[src/rtl/dr_pkg.sv]
package dr_pkg;

    typedef logic [1:0] dr_t;

    localparam dr_t DR_NULL = 2'b00;
    localparam dr_t DR_ZERO = 2'b01;
    localparam dr_t DR_ONE  = 2'b10;
    localparam dr_t DR_BAD  = 2'b11;

    typedef enum logic {
        PH_NULL = 1'b0,
        PH_DATA = 1'b1
    } phase_e;

    function automatic logic is_data(input dr_t c);
        return (c == DR_ZERO) || (c == DR_ONE);
    endfunction

    function automatic logic is_null(input dr_t c);
        return c == DR_NULL;
    endfunction

endpackage

[src/rtl/th22_cell.sv]
module th22_cell (
    input  logic clk,
    input  logic rst,
    input  logic x,
    input  logic y,
    output logic q
);

    always_ff @(posedge clk) begin
        if (rst) begin
            q <= 1'b0;
        end else begin
            q <= (x & y) | (q & (x | y));
        end
    end

    // both inputs high sets the cell
    a_r3_cell_set: assert property (@(posedge clk) disable iff (rst)
        (x && y) |=> q);

    // both inputs low clears the cell
    a_r4_cell_clear: assert property (@(posedge clk) disable iff (rst)
        (!x && !y) |=> !q);

    // inputs disagree, so the cell keeps its value
    a_r6_cell_hold: assert property (@(posedge clk) disable iff (rst)
        (x != y) |=> (q == $past(q)));

endmodule

[src/rtl/dr_and_bit.sv]
module dr_and_bit
    import dr_pkg::*;
(
    input  logic clk,
    input  logic rst,
    input  dr_t  a,
    input  dr_t  b,
    output dr_t  z
);

    localparam int NCELL = 4;

    // cell k joins rail a[k[1]] with rail b[k[0]]; only k=3 is the true-true pair
    logic [NCELL-1:0] hit;

    genvar k;
    generate
        for (k = 0; k < NCELL; k++) begin : g_cell
            localparam int RA = k / 2;
            localparam int RB = k % 2;
            th22_cell u_th (
                .clk (clk),
                .rst (rst),
                .x   (a[RA]),
                .y   (b[RB]),
                .q   (hit[k])
            );
        end
    endgenerate

    assign z = {hit[NCELL-1], |hit[NCELL-2:0]};

    // a true result requires both operands true at the previous edge
    a_r5_true_needs_both: assert property (@(posedge clk) disable iff (rst)
        ($rose(z[1]) |-> ($past(a) == DR_ONE && $past(b) == DR_ONE)));

endmodule

[src/rtl/phase_tracker.sv]
module phase_tracker
    import dr_pkg::*;
#(
    parameter int WIDTH = 4
) (
    input  logic               clk,
    input  logic               rst,
    input  logic [2*WIDTH-1:0] res,
    output logic               done
);

    phase_e state_q, state_d;
    logic   all_data, all_null;

    always_comb begin
        all_data = 1'b1;
        all_null = 1'b1;
        for (int i = 0; i < WIDTH; i++) begin
            all_data = all_data & is_data(res[2*i +: 2]);
            all_null = all_null & is_null(res[2*i +: 2]);
        end
    end

    always_comb begin
        state_d = state_q;
        unique case (state_q)
            PH_NULL: if (all_data) state_d = PH_DATA;
            PH_DATA: if (all_null) state_d = PH_NULL;
            default: state_d = PH_NULL;
        endcase
    end

    always_ff @(posedge clk) begin
        if (rst) begin
            state_q <= PH_NULL;
        end else begin
            state_q <= state_d;
        end
    end

    always_comb begin
        unique case (state_q)
            PH_DATA: done = 1'b1;
            default: done = 1'b0;
        endcase
    end

    // complete data wave raises completion next cycle
    a_r7_rise: assert property (@(posedge clk) disable iff (rst)
        all_data |=> done);

    // complete spacer wave drops completion next cycle
    a_r7_fall: assert property (@(posedge clk) disable iff (rst)
        all_null |=> !done);

endmodule

[src/rtl/code_guard.sv]
module code_guard
    import dr_pkg::*;
#(
    parameter int WIDTH = 4
) (
    input  logic               clk,
    input  logic               rst,
    input  logic [2*WIDTH-1:0] op_a,
    input  logic [2*WIDTH-1:0] op_b,
    input  logic [2*WIDTH-1:0] res,
    output logic               illegal
);

    logic seen_bad;

    always_comb begin
        seen_bad = 1'b0;
        for (int i = 0; i < WIDTH; i++) begin
            seen_bad = seen_bad | (op_a[2*i +: 2] == DR_BAD)
                                | (op_b[2*i +: 2] == DR_BAD)
                                | (res[2*i +: 2]  == DR_BAD);
        end
    end

    always_ff @(posedge clk) begin
        if (rst) begin
            illegal <= 1'b0;
        end else if (seen_bad) begin
            illegal <= 1'b1;
        end
    end

    // flag is sticky until reset
    a_r8_sticky: assert property (@(posedge clk) disable iff (rst)
        illegal |=> illegal);

    // forbidden code raises the flag next cycle
    a_r8_detect: assert property (@(posedge clk) disable iff (rst)
        seen_bad |=> illegal);

endmodule

[src/rtl/dr_and_stage.sv]
module dr_and_stage
    import dr_pkg::*;
#(
    parameter int WIDTH = 4
) (
    input  logic               clk,
    input  logic               rst,
    input  logic [2*WIDTH-1:0] op_a,
    input  logic [2*WIDTH-1:0] op_b,
    output logic [2*WIDTH-1:0] res,
    output logic               done,
    output logic               illegal
);

    genvar i;
    generate
        for (i = 0; i < WIDTH; i++) begin : g_bit
            dr_and_bit u_bit (
                .clk (clk),
                .rst (rst),
                .a   (op_a[2*i +: 2]),
                .b   (op_b[2*i +: 2]),
                .z   (res[2*i +: 2])
            );
        end
    endgenerate

    phase_tracker #(.WIDTH(WIDTH)) u_phase (
        .clk  (clk),
        .rst  (rst),
        .res  (res),
        .done (done)
    );

    code_guard #(.WIDTH(WIDTH)) u_guard (
        .clk     (clk),
        .rst     (rst),
        .op_a    (op_a),
        .op_b    (op_b),
        .res     (res),
        .illegal (illegal)
    );

    // reset leaves the result at NULL
    a_r2_reset_null: assert property (@(posedge clk)
        rst |=> (res == '0));

endmodule

[config.mk]
export PLATFORM = sky130hd
export DESIGN_NAME = dr_and_stage
export DESIGN_NICKNAME = d
export VERILOG_FILES = /design/src/rtl/dr_pkg.sv /design/src/rtl/th22_cell.sv /design/src/rtl/dr_and_bit.sv /design/src/rtl/phase_tracker.sv /design/src/rtl/code_guard.sv /design/src/rtl/dr_and_stage.sv
export SDC_FILE = /design/constraint.sdc
export NUM_CORES = 1
export LEC_CHECK = 0
export BUFFER_PORTS_ARGS = -buffer_cell sky130_fd_sc_hd__buf_4
export CORE_MARGIN = 3
export CORE_UTILIZATION = 51
export DETAILED_ROUTE_END_ITERATION = 10
export PLACE_DENSITY = 0.81
export SYNTH_ARGS = -nofsm -noshare
export SYNTH_HDL_FRONTEND = slang
export SYNTH_HIERARCHICAL = 1
export SYNTH_SLANG_ARGS = --single-unit
export TNS_END_PERCENT = 5
[constraint.sdc]
create_clock -name clk -period 2.3 [get_ports clk]
set_clock_uncertainty 0.1 [all_clocks]
set_input_delay 0.46 -clock clk [delete_from_list [all_inputs] [get_ports clk]]
set_output_delay 0.46 -clock clk [all_outputs]
set_load 0.05 [all_outputs]
-- Word level (Yosys, flattened, before mapping)
Index checks and enable logic that the tools add are counted.
- equal/unequal tests: 20
- bitwise logic cells: 82
- multiplexer cells: 4
- reduce and logical (&&, ||, !) cells: 12
- operator list (operator ; count):
    OR 1 bit ; 43
    bitwise AND 1 bit ; 38
    == test 2 bit (second input constant) ; 16
    OR reduction 3 bit ; 4
    == test 2 x 1 -> 1 bit (second input constant) ; 4
    zero test 2 bit ; 4
    logical OR 1 bit ; 4
    two-way mux 1 bit ; 3
    one-hot mux 1 bit (2 select lines) ; 1
    inverter 1 bit ; 1
- logic and storage cells: 136
- register bits: 18
- output and inout bits: 10
- input bits: 18

-- Logic depth before layout (Yosys ltp)
- depth in word-level cells: 12
- gate-level depth with buffers: 5
- mapped depth without buffers: 5

-- By module
The synthesis kept the hierarchy.
- by module, submodules not included (module ; area an instance (µm²) ; cells an instance ; times used ; seq. area each (µm²)):
    th22_cell ; 33.8 ; 4 ; 16 ; 20.0
    phase_tracker ; 133.9 ; 18 ; 1 ; 20.0
    code_guard ; 80.1 ; 9 ; 1 ; 20.0
    dr_and_bit ; 13.8 ; 2 ; 4 ; 0.0

-- Least setup slack after synthesis
No wires, ideal clock.
- kind: reg-to-reg
- from: reg g_bit[1].u_bit.g_cell[1].u_th.q
- to: reg u_phase.state_q
- required time: 2083 ps
- buffers on the path: 0
- arrival: 1611 ps
- clock period less this slack: 1828 ps
- stages on the path, launching flop included: 6
- library setup time: 117 ps
- setup slack: 472 ps
- path through: dfxtp_1 or3_1 inv_1 ha_1 and4_1 a22o_1
- cells in the longest elaborated chain, start to end: 8
- elaborated cells on any way between the ends: 14
- classes of those cells: eq/ne (2); mux (3); bitwise (6); reduce/logical (3)
- RTL lines (item ; RTL line ; source):
    from (decl) ; th22_cell.sv:6 ; output logic q
    from (signal assigned) ; th22_cell.sv:13 ; q <= (x & y) | (q & (x | y));
    OR reduction 3 bit (*) ; dr_and_bit.sv:31 ; assign z = {hit[NCELL-1], |hit[NCELL-2:0]};
    via res[2] ; dr_and_stage.sv:10 ; output logic [2*WIDTH-1:0] res,
    == test 2 x 1 -> 1 bit / == test 2 bit (equally long branches) ; dr_pkg.sv:16 ; return (c == DR_ZERO) || (c == DR_ONE);
    logical OR 1 bit ; dr_pkg.sv:16 ;
    bitwise AND 1 bit (3 in a row) ; phase_tracker.sv:19 ; all_data = all_data & is_data(res[2*i +: 2]);
    two-way mux 1 bit ; phase_tracker.sv:27 ; PH_NULL: if (all_data) state_d = PH_DATA;
    one-hot mux 1 bit (2 select lines) (*) ; phase_tracker.sv:26 ; unique case (state_q)
    to (signal assigned) ; phase_tracker.sv:37 ; state_q <= state_d;
    to (decl) ; phase_tracker.sv:12 ; phase_e state_q, state_d;
The timed path passes the listed nets; every way through them passes the cells marked *.
A chain may end at the register's enable or synchronous reset.

-- Worst setup path in the final report
- from: reg g_bit[3].u_bit.g_cell[1].u_th.q
- to: out res[6]
- cells in the longest elaborated chain, start to end: 1
- RTL lines (item ; RTL line):
    from (decl) ; th22_cell.sv:6
    from (signal assigned) ; th22_cell.sv:13
    OR reduction 3 bit ; dr_and_bit.sv:31
    to (decl) ; dr_and_stage.sv:10
No other way between the ends.

==> reports/results.txt <==
Hold-fix buffers, CTS: 0
Clock group share of total power: 0.265
Critical path's slowest cell: or3_1
Setup TNS: 0 ns
Worst skew pair latency: 0.30 ns
Delay-heaviest family, CP: simple AND/OR/NAND/NOR gates
Top cells by area, synth: dfxtp_1 45%, a21oi_1 11%, o21ai_1 9.9%
Worst setup margin: 0.4811 ns
Final Hold Viols: 0
Overall power: 0.0007374 W
CTS tree: done
Post-Route WL: 1.923 mm
Worst-Margin Slew: 0.2765 ns
Initial Util: 0.5787
Crit path DAT: 1.26 ns
Initial antenna violation count: 0
Htree depth: 1
I/O pin total: 28
Core Rows: 13
Fillcell total: 109
Power per cell area: 710.9 nW/um^2
DRC viols: 0
Final min period: 1.819 ns
Reg2Reg Setup Slack: 0.64 ns
Largest net degree at the start of global routing: 20
Die width: 45.84 um
Cell count of the worst reg-to-reg path: 5
Crit. End Element: output pin
Final GP Congestion: 0.8135
WP depth: 2
Share of layout cells above drive strength 1: 0.2460
Switching share of total power: 0.3169
Final Max Tran Viols: 0
Vias in the first global route: 706
Syn Inst Count: 99
Hold WC Path Type: input pin to flip-flop
Type of the worst setup path: flip-flop to output pin
Top_reg_cell synth: dfxtp_1
Worst path max stage delay: 0.41 ns
WL/cell: 13.64 um
Synthesized area per cell: 8.177 um^2
Reg2Reg Capture Point: u_phase/state_q$_SDFF_PP0_
Status: finished clean
Setup Buffers After CTS: 0
PostCTS Resize Cnt: 0
Post-synth ARST share: 0
Max Clk Rate: 549.8 MHz
Synthesized Nets: 121
RSZ-0062 raised after global routing: no
Synth-to-Final Area Change: 28.13%
Die area: 2101 um^2
Total GRT Usage: 0.2118
Post-DP HPWL: 1.510 mm
Net switching power: 0.0002337 W
Max clock buf depth: 2
Reg-to-Reg Start: g_bit[1].u_bit/g_cell[1].u_th/q$_SDFF_PP0_
Setup crit start kind: flip-flop
Yosys Warn Count: 6
CP cell instances: or3_1 -> buf_4
Sequential fraction of the synthesis area: 0.4451
Req. time, crit path: 1.74 ns
Leak: 0.4601 nW
Die height: 45.84 um
Final setup fails: 0
Area occupied by multi-input gates: 389.1 um^2
Synth Cell Area: 809.5 um^2
Tcrit/Tclk final: 0.7908
Clock transition at path regs: 0.10 ns
Flop pwr share: 0.475
Core ar.: 1399 um^2
Antenna Cells: 0
CP Max Fanout: 3
Drt pass-1 iters: 4
Worst path bufs/invs: 1
Worst slack, placed: 0.6622 ns
Iter 0 DRT Violations: 32
Count leader, synth: dfxtp_1
Max_cap viols: 0
Total grt overflow: 0
Top cell type's share of synthesized area: 0.4451
P_int: 0.0005037 W
Number of nets in the layout: 149
Max_slew headroom: 0.8157
Sink Count: 18
Via density: 5.695
First-pass GRT wire length: 3.160 mm
Number of port buffers: 27
Largest area contributor in the netlist: dfxtp_1
Max VDD drop: 0.0004129 V
Gate power share: 0.261
Worst Setup EP: res[6]
Root Buffer Master: clkbuf_4
DR vias: 803
EDFF count, synth: 0
CTS Buf Count: 3
Post-DRT Antenna Nets: 0
Crit path launch: g_bit[3].u_bit/g_cell[1].u_th/q$_SDFF_PP0_
Commonest cells post-synth: 18 x dfxtp_1, 17 x a21oi_1, 16 x nand2_1, 16 x o21ai_1, 8 x inv_1
#FFs+latches synth: 18
Distinct cell type count after synthesis: 18
FF+latch area: 360.3 um^2
## kinds of logic after synthesis
group | share of synthesized area
AO/OA/AOI/OAI | 0.2751
buffers and inverters | 0.07419
AND/OR/NAND/NOR | 0.1438
adder cells (fa/ha/maj) | 0.06183
flip-flops | 0.4451
## worst reg2reg max path, cell delays in order (launching register included)
cell	delay, ns
dfxtp_1	0.33
or3_1	0.42
inv_1	0.08
ha_1	0.22
and4_1	0.21
a22o_1	0.20
## per-stage QoR
stage          cell area [um^2]  hold slack, ns  cells  utilization
4_1_cts                    1037          0.3177    141       0.7415
3_5_place_dp               1001          0.3672    137       0.7156
6_report                   1037          0.3297    141       0.7415
2_1_floorplan             809.5          0.3409     99            -
5_1_grt                    1037          0.3112    141       0.7415
3_3_place_gp               1001          0.3561    137       0.7156
## power groups by stage
stage | registers, W | clock network, W | logic (W)
floorplan | 0.000360 | 0 | 0.000114
global placement | 0.000356 | 0 | 0.000186
detailed placement | 0.000357 | 0 | 0.000191
CTS | 0.000350 | 0.000199 | 0.000191
global route | 0.000353 | 0.000218 | 0.000209
finish | 0.000350 | 0.000195 | 0.000192
## sequential cells by signal, indices dropped and copies added, names as in the netlist
register,flops
u_guard/illegal,1
u_phase/state_q,1
g_bit.u_bit/g_cell.u_th/q,16
## routing by layer
layer | GRT usage | share of wire | up-vias | routed length [um]
met2 | 0.3434 | 0.50 | 29 | 958
met3 | 0.05534 | 0.068 | 6 | 130
met1 | 0.2435 | 0.41 | 361 | 788
met5 | 0 | 0 | - | 0
met4 | 0.1307 | 0.023 | 0 | 45
li1 | - | - | 407 | -
## worst min-delay path by stage
stage	startpoint	to	slack [ns]	cells after the start
global placement	g_bit[3].u_bit/g_cell[1].u_th/q$_SDFF_PP0_	g_bit[3].u_bit/g_cell[1].u_th/q$_SDFF_PP0_	0.36	2
global route	op_a[2]	g_bit[1].u_bit/g_cell[1].u_th/q$_SDFF_PP0_	0.31	3
detailed placement	g_bit[3].u_bit/g_cell[1].u_th/q$_SDFF_PP0_	g_bit[3].u_bit/g_cell[1].u_th/q$_SDFF_PP0_	0.37	2
CTS	op_a[2]	g_bit[1].u_bit/g_cell[1].u_th/q$_SDFF_PP0_	0.32	3
finish	op_a[1]	g_bit[0].u_bit/g_cell[3].u_th/q$_SDFF_PP0_	0.33	3
floorplan	g_bit[0].u_bit/g_cell[2].u_th/q$_SDFF_PP0_	g_bit[0].u_bit/g_cell[2].u_th/q$_SDFF_PP0_	0.34	2
## final cells by class
type,instances,share of cell area
Multi-Input combinational cell,69,0.3752
Sequential cell,18,0.3474
Timing Repair Buffer,27,0.1954
Clock buffer,4,0.03498
Inverter,8,0.02895
Tap cell,15,0.01809
## cells in the final DEF, fill, tap and decap left out
master	instances
inv_1	8
nand2_1	16
or3_1	4
nor2b_1	1
dfxtp_1	18
clkbuf_8	1
buf_4	27
a222oi_1	1
and3_1	1
a21oi_1	17
nor2_1	1
ha_1	4
a221oi_1	1
a22o_1	2
o21ai_1	16
clkbuf_4	3
nand4_1	1
and4_1	1
a22oi_1	2
a31oi_1	1
(Power assumes the default switching activity.)
